==> config.mk <==
export PLATFORM = sky130hd
export DESIGN_NAME = access_splitter
export DESIGN_NICKNAME = d
export VERILOG_FILES = /design/src/rtl/asplit_pkg.sv /design/src/rtl/asplit_piece.sv /design/src/rtl/asplit_seq.sv /design/src/rtl/access_splitter.sv
export SDC_FILE = /design/constraint.sdc
export NUM_CORES = 1
export LEC_CHECK = 0
export BUFFER_PORTS_ARGS = -buffer_cell sky130_fd_sc_hd__buf_2
export CAP_MARGIN = 20
export CORE_MARGIN = 4
export CORE_UTILIZATION = 55
export DETAILED_ROUTE_END_ITERATION = 16
export PLACE_DENSITY = 0.77
export SLEW_MARGIN = 0
export SYNTH_ARGS = -nofsm -noshare
export SYNTH_HDL_FRONTEND = slang
export SYNTH_SLANG_ARGS = --single-unit
==> constraint.sdc <==
create_clock -name clk -period 6.8 [get_ports clk]
set_clock_uncertainty 0.2 [all_clocks]
set_input_delay 0.34 -clock clk [delete_from_list [all_inputs] [get_ports clk]]
set_output_delay 0.34 -clock clk [all_outputs]
set_load 0.05 [all_outputs]
==> src/rtl/asplit_pkg.sv <==
package asplit_pkg;

  typedef enum logic [1:0] {
    KIND_LOAD  = 2'd0,
    KIND_STORE = 2'd1,
    KIND_FETCH = 2'd2,
    KIND_BZERO = 2'd3
  } acc_kind_e;

  typedef enum logic [1:0] {
    CAUSE_INSTR = 2'd0,
    CAUSE_LOAD  = 2'd1,
    CAUSE_STORE = 2'd2
  } fault_cause_e;

  typedef enum logic [1:0] {
    GRAN_WORD  = 2'd0,
    GRAN_BLOCK = 2'd1,
    GRAN_WHOLE = 2'd2
  } gran_e;

  typedef enum logic [1:0] {
    ST_IDLE  = 2'd0,
    ST_ISSUE = 2'd1,
    ST_RESP  = 2'd2
  } seq_state_e;

  function automatic fault_cause_e cause_of(acc_kind_e k);
    case (k)
      KIND_FETCH: return CAUSE_INSTR;
      KIND_LOAD:  return CAUSE_LOAD;
      default:    return CAUSE_STORE;
    endcase
  endfunction

endpackage

==> src/rtl/asplit_piece.sv <==
module asplit_piece
  import asplit_pkg::*;
#(
  parameter int ADDR_W      = 32,
  parameter int WORD_BYTES  = 4,
  parameter int BLOCK_BYTES = 32,
  parameter int CNT_W       = 7
) (
  input  logic [ADDR_W-1:0] cur_addr,
  input  logic [ADDR_W:0]   end_addr,
  input  gran_e             gran,
  output logic [CNT_W-1:0]  piece_bytes,
  output logic [ADDR_W:0]   piece_next,
  output logic              piece_last
);

  localparam int NGRAN   = 2;
  localparam int WORD_LG = $clog2(WORD_BYTES);
  localparam int BLK_LG  = $clog2(BLOCK_BYTES);
  localparam logic [ADDR_W:0] ONE = 1;

  logic [ADDR_W:0] cur_ext;
  logic [ADDR_W:0] bound [NGRAN];
  logic [ADDR_W:0] lim;
  logic [ADDR_W:0] span;
  logic            unused_span_hi;

  assign cur_ext = {1'b0, cur_addr};

  // next aligned boundary above the current address, one per granule option
  generate
    for (genvar g = 0; g < NGRAN; g++) begin : g_bound
      localparam int LG = (g == 0) ? WORD_LG : BLK_LG;
      assign bound[g] = ((cur_ext >> LG) + ONE) << LG;
    end
  endgenerate

  always_comb begin
    case (gran)
      GRAN_WORD:  lim = bound[0];
      GRAN_BLOCK: lim = bound[1];
      default:    lim = end_addr;
    endcase
    piece_last  = (lim >= end_addr);
    piece_next  = piece_last ? end_addr : lim;
    span        = piece_next - cur_ext;
    piece_bytes = span[CNT_W-1:0];
  end

  assign unused_span_hi = ^span[ADDR_W:CNT_W];

endmodule

==> src/rtl/asplit_seq.sv <==
module asplit_seq
  import asplit_pkg::*;
#(
  parameter int ADDR_W = 32,
  parameter int MAX_LG = 6,
  parameter int LG_W   = 3
) (
  input  logic              clk,
  input  logic              rst_n,
  input  logic              cfg_bzero_split,
  input  logic              req_valid,
  input  logic [ADDR_W-1:0] req_addr,
  input  logic [LG_W-1:0]   req_size_lg2,
  input  logic [1:0]        req_kind,
  input  logic [1:0]        req_priv,
  input  logic              sub_ready,
  input  logic              sub_fail,
  input  logic              rsp_ready,
  input  logic [ADDR_W:0]   piece_next,
  input  logic              piece_last,
  output logic              req_ready,
  output logic              sub_valid,
  output logic              rsp_valid,
  output logic [ADDR_W-1:0] cur_addr,
  output logic [ADDR_W:0]   end_addr,
  output gran_e             gran,
  output logic [1:0]        kind,
  output logic [1:0]        priv,
  output logic              rsp_fault,
  output logic [1:0]        rsp_cause,
  output logic [ADDR_W-1:0] rsp_fault_addr
);

  localparam logic [ADDR_W:0]   ONE   = 1;
  localparam logic [LG_W-1:0]   LG_MX = LG_W'(MAX_LG);

  seq_state_e        state_q, state_d;
  logic [ADDR_W-1:0] cur_q, cur_d;
  logic [ADDR_W:0]   end_q, end_d;
  gran_e             gran_q, gran_d;
  acc_kind_e         kind_q;
  logic [1:0]        priv_q;
  logic              fault_q, fault_d;
  fault_cause_e      cause_q, cause_d;
  logic [ADDR_W-1:0] faddr_q, faddr_d;

  logic            take_req, step, cur_en, fault_en;
  logic [LG_W-1:0] lg_clamp;
  acc_kind_e       req_kind_e;

  assign req_kind_e = acc_kind_e'(req_kind);
  assign lg_clamp   = (req_size_lg2 > LG_MX) ? LG_MX : req_size_lg2;
  assign take_req   = (state_q == ST_IDLE) && req_valid;
  assign step       = (state_q == ST_ISSUE) && sub_ready;

  always_comb begin
    state_d = state_q;
    case (state_q)
      ST_IDLE:  if (req_valid) state_d = ST_ISSUE;
      ST_ISSUE: if (sub_ready && (sub_fail || piece_last)) state_d = ST_RESP;
      ST_RESP:  if (rsp_ready) state_d = ST_IDLE;
      default:  state_d = ST_IDLE;
    endcase

    cur_en = take_req || (step && !sub_fail && !piece_last);
    cur_d  = take_req ? req_addr : piece_next[ADDR_W-1:0];

    end_d = {1'b0, req_addr} + (ONE << lg_clamp);
    if (req_kind_e != KIND_BZERO) gran_d = GRAN_WORD;
    else if (cfg_bzero_split)     gran_d = GRAN_BLOCK;
    else                          gran_d = GRAN_WHOLE;

    fault_en = take_req || (step && sub_fail);
    fault_d  = !take_req;
    faddr_d  = take_req ? '0 : cur_q;
    cause_d  = cause_of(kind_q);
  end

  always_ff @(posedge clk or negedge rst_n) begin
    if (!rst_n) state_q <= ST_IDLE;
    else        state_q <= state_d;
  end

  always_ff @(posedge clk or negedge rst_n) begin
    if (!rst_n)      cur_q <= '0;
    else if (cur_en) cur_q <= cur_d;
  end

  always_ff @(posedge clk or negedge rst_n) begin
    if (!rst_n) begin
      end_q  <= '0;
      gran_q <= GRAN_WORD;
      kind_q <= KIND_LOAD;
      priv_q <= '0;
    end else if (take_req) begin
      end_q  <= end_d;
      gran_q <= gran_d;
      kind_q <= req_kind_e;
      priv_q <= req_priv;
    end
  end

  always_ff @(posedge clk or negedge rst_n) begin
    if (!rst_n) begin
      fault_q <= 1'b0;
      cause_q <= CAUSE_INSTR;
      faddr_q <= '0;
    end else if (fault_en) begin
      fault_q <= fault_d;
      cause_q <= cause_d;
      faddr_q <= faddr_d;
    end
  end

  assign req_ready      = (state_q == ST_IDLE);
  assign sub_valid      = (state_q == ST_ISSUE);
  assign rsp_valid      = (state_q == ST_RESP);
  assign cur_addr       = cur_q;
  assign end_addr       = end_q;
  assign gran           = gran_q;
  assign kind           = kind_q;
  assign priv           = priv_q;
  assign rsp_fault      = fault_q;
  assign rsp_cause      = cause_q;
  assign rsp_fault_addr = faddr_q;

endmodule

==> src/rtl/access_splitter.sv <==
module access_splitter
  import asplit_pkg::*;
#(
  parameter int ADDR_W      = 32,
  parameter int WORD_BYTES  = 4,
  parameter int BLOCK_BYTES = 32,
  parameter int MAX_LG      = 6,
  parameter int LG_W        = $clog2(MAX_LG + 1),
  parameter int CNT_W       = MAX_LG + 1
) (
  input  logic              clk,
  input  logic              rst_n,
  input  logic              cfg_bzero_split,
  input  logic              req_valid,
  output logic              req_ready,
  input  logic [ADDR_W-1:0] req_addr,
  input  logic [LG_W-1:0]   req_size_lg2,
  input  logic [1:0]        req_kind,
  input  logic [1:0]        req_priv,
  output logic              sub_valid,
  input  logic              sub_ready,
  output logic [ADDR_W-1:0] sub_addr,
  output logic [CNT_W-1:0]  sub_bytes,
  output logic [1:0]        sub_kind,
  output logic [1:0]        sub_priv,
  input  logic              sub_fail,
  output logic              rsp_valid,
  input  logic              rsp_ready,
  output logic              rsp_fault,
  output logic [1:0]        rsp_cause,
  output logic [ADDR_W-1:0] rsp_fault_addr
);

  logic [1:0]      rst_sync_q;
  logic            srst_n;
  logic [ADDR_W:0] end_addr;
  logic [ADDR_W:0] piece_next;
  logic            piece_last;
  gran_e           gran;

  // asynchronous assert, synchronous release
  always_ff @(posedge clk or negedge rst_n) begin
    if (!rst_n) rst_sync_q <= 2'b00;
    else        rst_sync_q <= {rst_sync_q[0], 1'b1};
  end
  assign srst_n = rst_sync_q[1];

  asplit_seq #(
    .ADDR_W (ADDR_W),
    .MAX_LG (MAX_LG),
    .LG_W   (LG_W)
  ) seq_i (
    .clk             (clk),
    .rst_n           (srst_n),
    .cfg_bzero_split (cfg_bzero_split),
    .req_valid       (req_valid),
    .req_addr        (req_addr),
    .req_size_lg2    (req_size_lg2),
    .req_kind        (req_kind),
    .req_priv        (req_priv),
    .sub_ready       (sub_ready),
    .sub_fail        (sub_fail),
    .rsp_ready       (rsp_ready),
    .piece_next      (piece_next),
    .piece_last      (piece_last),
    .req_ready       (req_ready),
    .sub_valid       (sub_valid),
    .rsp_valid       (rsp_valid),
    .cur_addr        (sub_addr),
    .end_addr        (end_addr),
    .gran            (gran),
    .kind            (sub_kind),
    .priv            (sub_priv),
    .rsp_fault       (rsp_fault),
    .rsp_cause       (rsp_cause),
    .rsp_fault_addr  (rsp_fault_addr)
  );

  asplit_piece #(
    .ADDR_W      (ADDR_W),
    .WORD_BYTES  (WORD_BYTES),
    .BLOCK_BYTES (BLOCK_BYTES),
    .CNT_W       (CNT_W)
  ) piece_i (
    .cur_addr    (sub_addr),
    .end_addr    (end_addr),
    .gran        (gran),
    .piece_bytes (sub_bytes),
    .piece_next  (piece_next),
    .piece_last  (piece_last)
  );

endmodule

==> impl_metrics.env <==
export IMPL_hold_viol=0
export IMPL_synth_edf_count=0
export IMPL_ios=127
export IMPL_drive_gt1_share_pct=17.91
export IMPL_dieArea_sq_um=14910
export IMPL_tightest_slew_ns=1.011
export IMPL_cts_clk_slew_worst_paths_ns=0.07
export IMPL_slowest_delay_ns=0.62
export IMPL_finalCritPeriodShare_pct=94.23
export IMPL_vias=6606
export IMPL_cp_slowest_cell="or4_1"
export IMPL_antenna_found_initial=0
export IMPL_fin_nets=1056
export IMPL_synth_seq_area_share_pct=38.43
export IMPL_fmax_ghz=0.1561
export IMPL_wl_per_cell_um=17.03
export IMPL_async_flop_share_pct=100.0
export IMPL_drv_cap=0
export IMPL_start_kind="register"
export IMPL_synth_largest_area_cell="dfrtp_1"
export IMPL_cts_sinks=110
export IMPL_relSlewSlack_pct=32.15
export IMPL_clockRootBuffer="clkbuf_16"
export IMPL_place_ws_ns=0.7698
export IMPL_r2r_setup_slack_ns=2.02
export IMPL_clock_latency_ns=0.37
export IMPL_htreeDepth=3
export IMPL_grt_max_degree=107
export IMPL_cts_tree="yes"
export IMPL_yosysTopAreaCellShare_pct=38.43
export IMPL_netlist_top_cells_count="nand2_1 (163), dfrtp_1 (110), o21ai_0 (74)"
export IMPL_cts_made_buffers=9
export IMPL_fin_tns_setup_ns=0
export IMPL_port_buffers=126
export IMPL_post_cts_buffers=0
export IMPL_first_global_vias=6232
export IMPL_yosys_cell_count_top_type="nand2_1"
export IMPL_num_rows=41
export IMPL_grt_overflow_total=0
export IMPL_holdCritPathClass="in2reg"
export IMPL_core_sq_um=12670
export IMPL_clockBufferDepth=2
export IMPL_avgViaCountPerCell=5.800
export IMPL_synth_area_leaders="dfrtp_1 (38%), nand2_1 (8.5%), ha_1 (8.2%)"
export IMPL_required_ns=6.26
export IMPL_holdWs_ns=0.05571
export IMPL_die_width_um=122.1
export IMPL_synth_nets=946
export IMPL_drcViolationCount=0
export IMPL_hpwl_um=13530
export IMPL_ys_types=55
export IMPL_path_max_fanout=12
export IMPL_endpoint_kind="output pin"
export IMPL_status="finished clean"
export IMPL_drt_antenna_violating_nets=0
export IMPL_die_h_um=122.1
export IMPL_yosysWarnings=0
export IMPL_syn_area_per_cell_sq_um=8.417
export IMPL_drv_slew=0
export IMPL_syn_inst=851
export IMPL_ys_ff_latch=110
export IMPL_grt_pass1_wl_um=31380
export IMPL_rsz0062_at_grt="no"
export IMPL_syn_to_final_growth_pct=15.95
export IMPL_worst_slack_ns=0.3924
export IMPL_worstSetupPathType="reg2out"
export IMPL_start_util_pct=56.53
export IMPL_dr_pass1_iters=5
export IMPL_setup_violations=0
export IMPL_path_cells="and3_1 -> and4_1 -> and3_1 -> nand4_1 -> xor2_1 -> o21ai_0 -> ha_1 -> nand4_1 -> or4_1 -> a21oi_2 -> or2_2 -> o21ai_0 -> ha_1 -> fa_1 -> nor2b_1 -> o21ai_0 -> nand2b_1 -> a21o_1 -> a21oi_1 -> xor2_1 -> xnor2_1 -> buf_2"
export IMPL_cp_arrival_ns=5.87
export IMPL_period_minus_slack_ns=6.408
export IMPL_gp_congestion=0.8894
export IMPL_wl_um=19400
export IMPL_synth_top_flop_cell="dfrtp_1"
export IMPL_syn_area_sq_um=7163
export IMPL_drt_initial_drc_count=441
export IMPL_grt_usage_pct=26.79
export IMPL_crit_top_cell="o21ai_0"
[final timing paths]
check                                    from                       to  depth (start not counted)
max in group asynchronous       rst_sync_q[1]            seq_i.gran[1]                          1
min in group asynchronous               rst_n            rst_sync_q[1]                          2
hold reg to reg                 rst_sync_q[1]  seq_i.rsp_fault_addr[8]                          0
hold / removal                   req_addr[29]       seq_i.end_addr[29]                          3
setup / recovery           seq_i.cur_addr[10]             sub_bytes[6]                         22
setup reg to reg           seq_i.cur_addr[10]       seq_i.cur_addr[24]                         14
[critical path, delay by kind of cell (launching register included)]
| family | cells | cell delay [ns] |
|---|---|---|
| flops | 1 | 0.49 |
| fa+ha+maj | 3 | 1.01 |
| simple gates | 9 | 2.40 |
| xor+xnor | 3 | 0.52 |
| compound gates | 6 | 0.78 |
| buf+inv | 1 | 0.30 |
[registers in the layout (all words and copies together) (netlist names)]
signal,count
seq_i.rsp_cause,2
seq_i.rsp_fault_addr,32
seq_i.kind,2
seq_i.state_q,2
seq_i.priv,2
seq_i.end_addr,33
seq_i.cur_addr,32
rst_sync_q,2
seq_i.rsp_fault,1
seq_i.gran,2
[cell usage in the layout (no fill, tap or decap), drive strengths merged, types with 5 or more instances in the layout]
master / netlist / final
a211oi: 11 / 11
a21o: 18 / 18
a21oi: 23 / 23
a221o: 17 / 17
a221oi: 5 / 5
a22o: 12 / 12
and2: 5 / 5
and3: 25 / 25
buf: 11 / 138
clkbuf: 34 / 9
clkinv: 0 / 5
dfrtp: 110 / 110
dlygate4sd3: 0 / 6
ha: 47 / 47
inv: 54 / 54
mux2i: 5 / 5
nand2: 163 / 163
nand3: 58 / 58
nand4: 18 / 18
nor2: 34 / 34
nor2b: 7 / 7
nor3: 10 / 10
o21ai: 78 / 78
o31ai: 7 / 7
xnor2: 29 / 29
xor2: 26 / 26
[layout make-up]
cell class                      instances  area, sq um
Fill cell                            1100         4365
Multi-Input combinational cell        642         4050
Sequential cell                       110         2758
Timing Repair Buffer                  144        800.8
Clock buffer                            9        225.2
Tap cell                              172        215.2
Inverter                               54        202.7
Clock inverter                          7        51.30
Antenna cell                            1        2.502
[stage by stage]
step	std cells	util, %	cell area [sq um]
after global placement	1115	62.58	7929
after detailed placement	1115	62.58	7929
final	1139	65.55	8305
after global routing	1138	65.53	8303
after floorplan	851	-	7163
after CTS	1137	65.23	8265
[cells by family after synthesis]
family                     after synthesis  share of synthesized area (%)
and+or+nand+nor                        345                          22.60
AOI/OAI and AO/OA                      185                          17.21
DFF                                    110                          38.43
buffers and inverters                   99                          5.310
xor gates and xnor gates                55                          6.725
adders and majority gates               49                          8.769
muxes                                    6                         0.8559
other                                    2                         0.1048
[routing by layer]
layer,vias to the layer above,track usage [%],wire length [um]
met5,-,0,0
met4,0,12.39,557
met3,40,4.039,1357
met2,224,42.92,9183
met1,3146,35.91,8297
li1,3196,-,-
[timing repair]
item	in CTS	in global routing
gates resized for setup	0	3
hold buffers	6	0
endpoints found under the setup margin	0	1
endpoints found under the hold margin	7	0
Power is not shown: default switching activity piles up to over one toggle a cycle in this logic, so the estimate is an artifact.
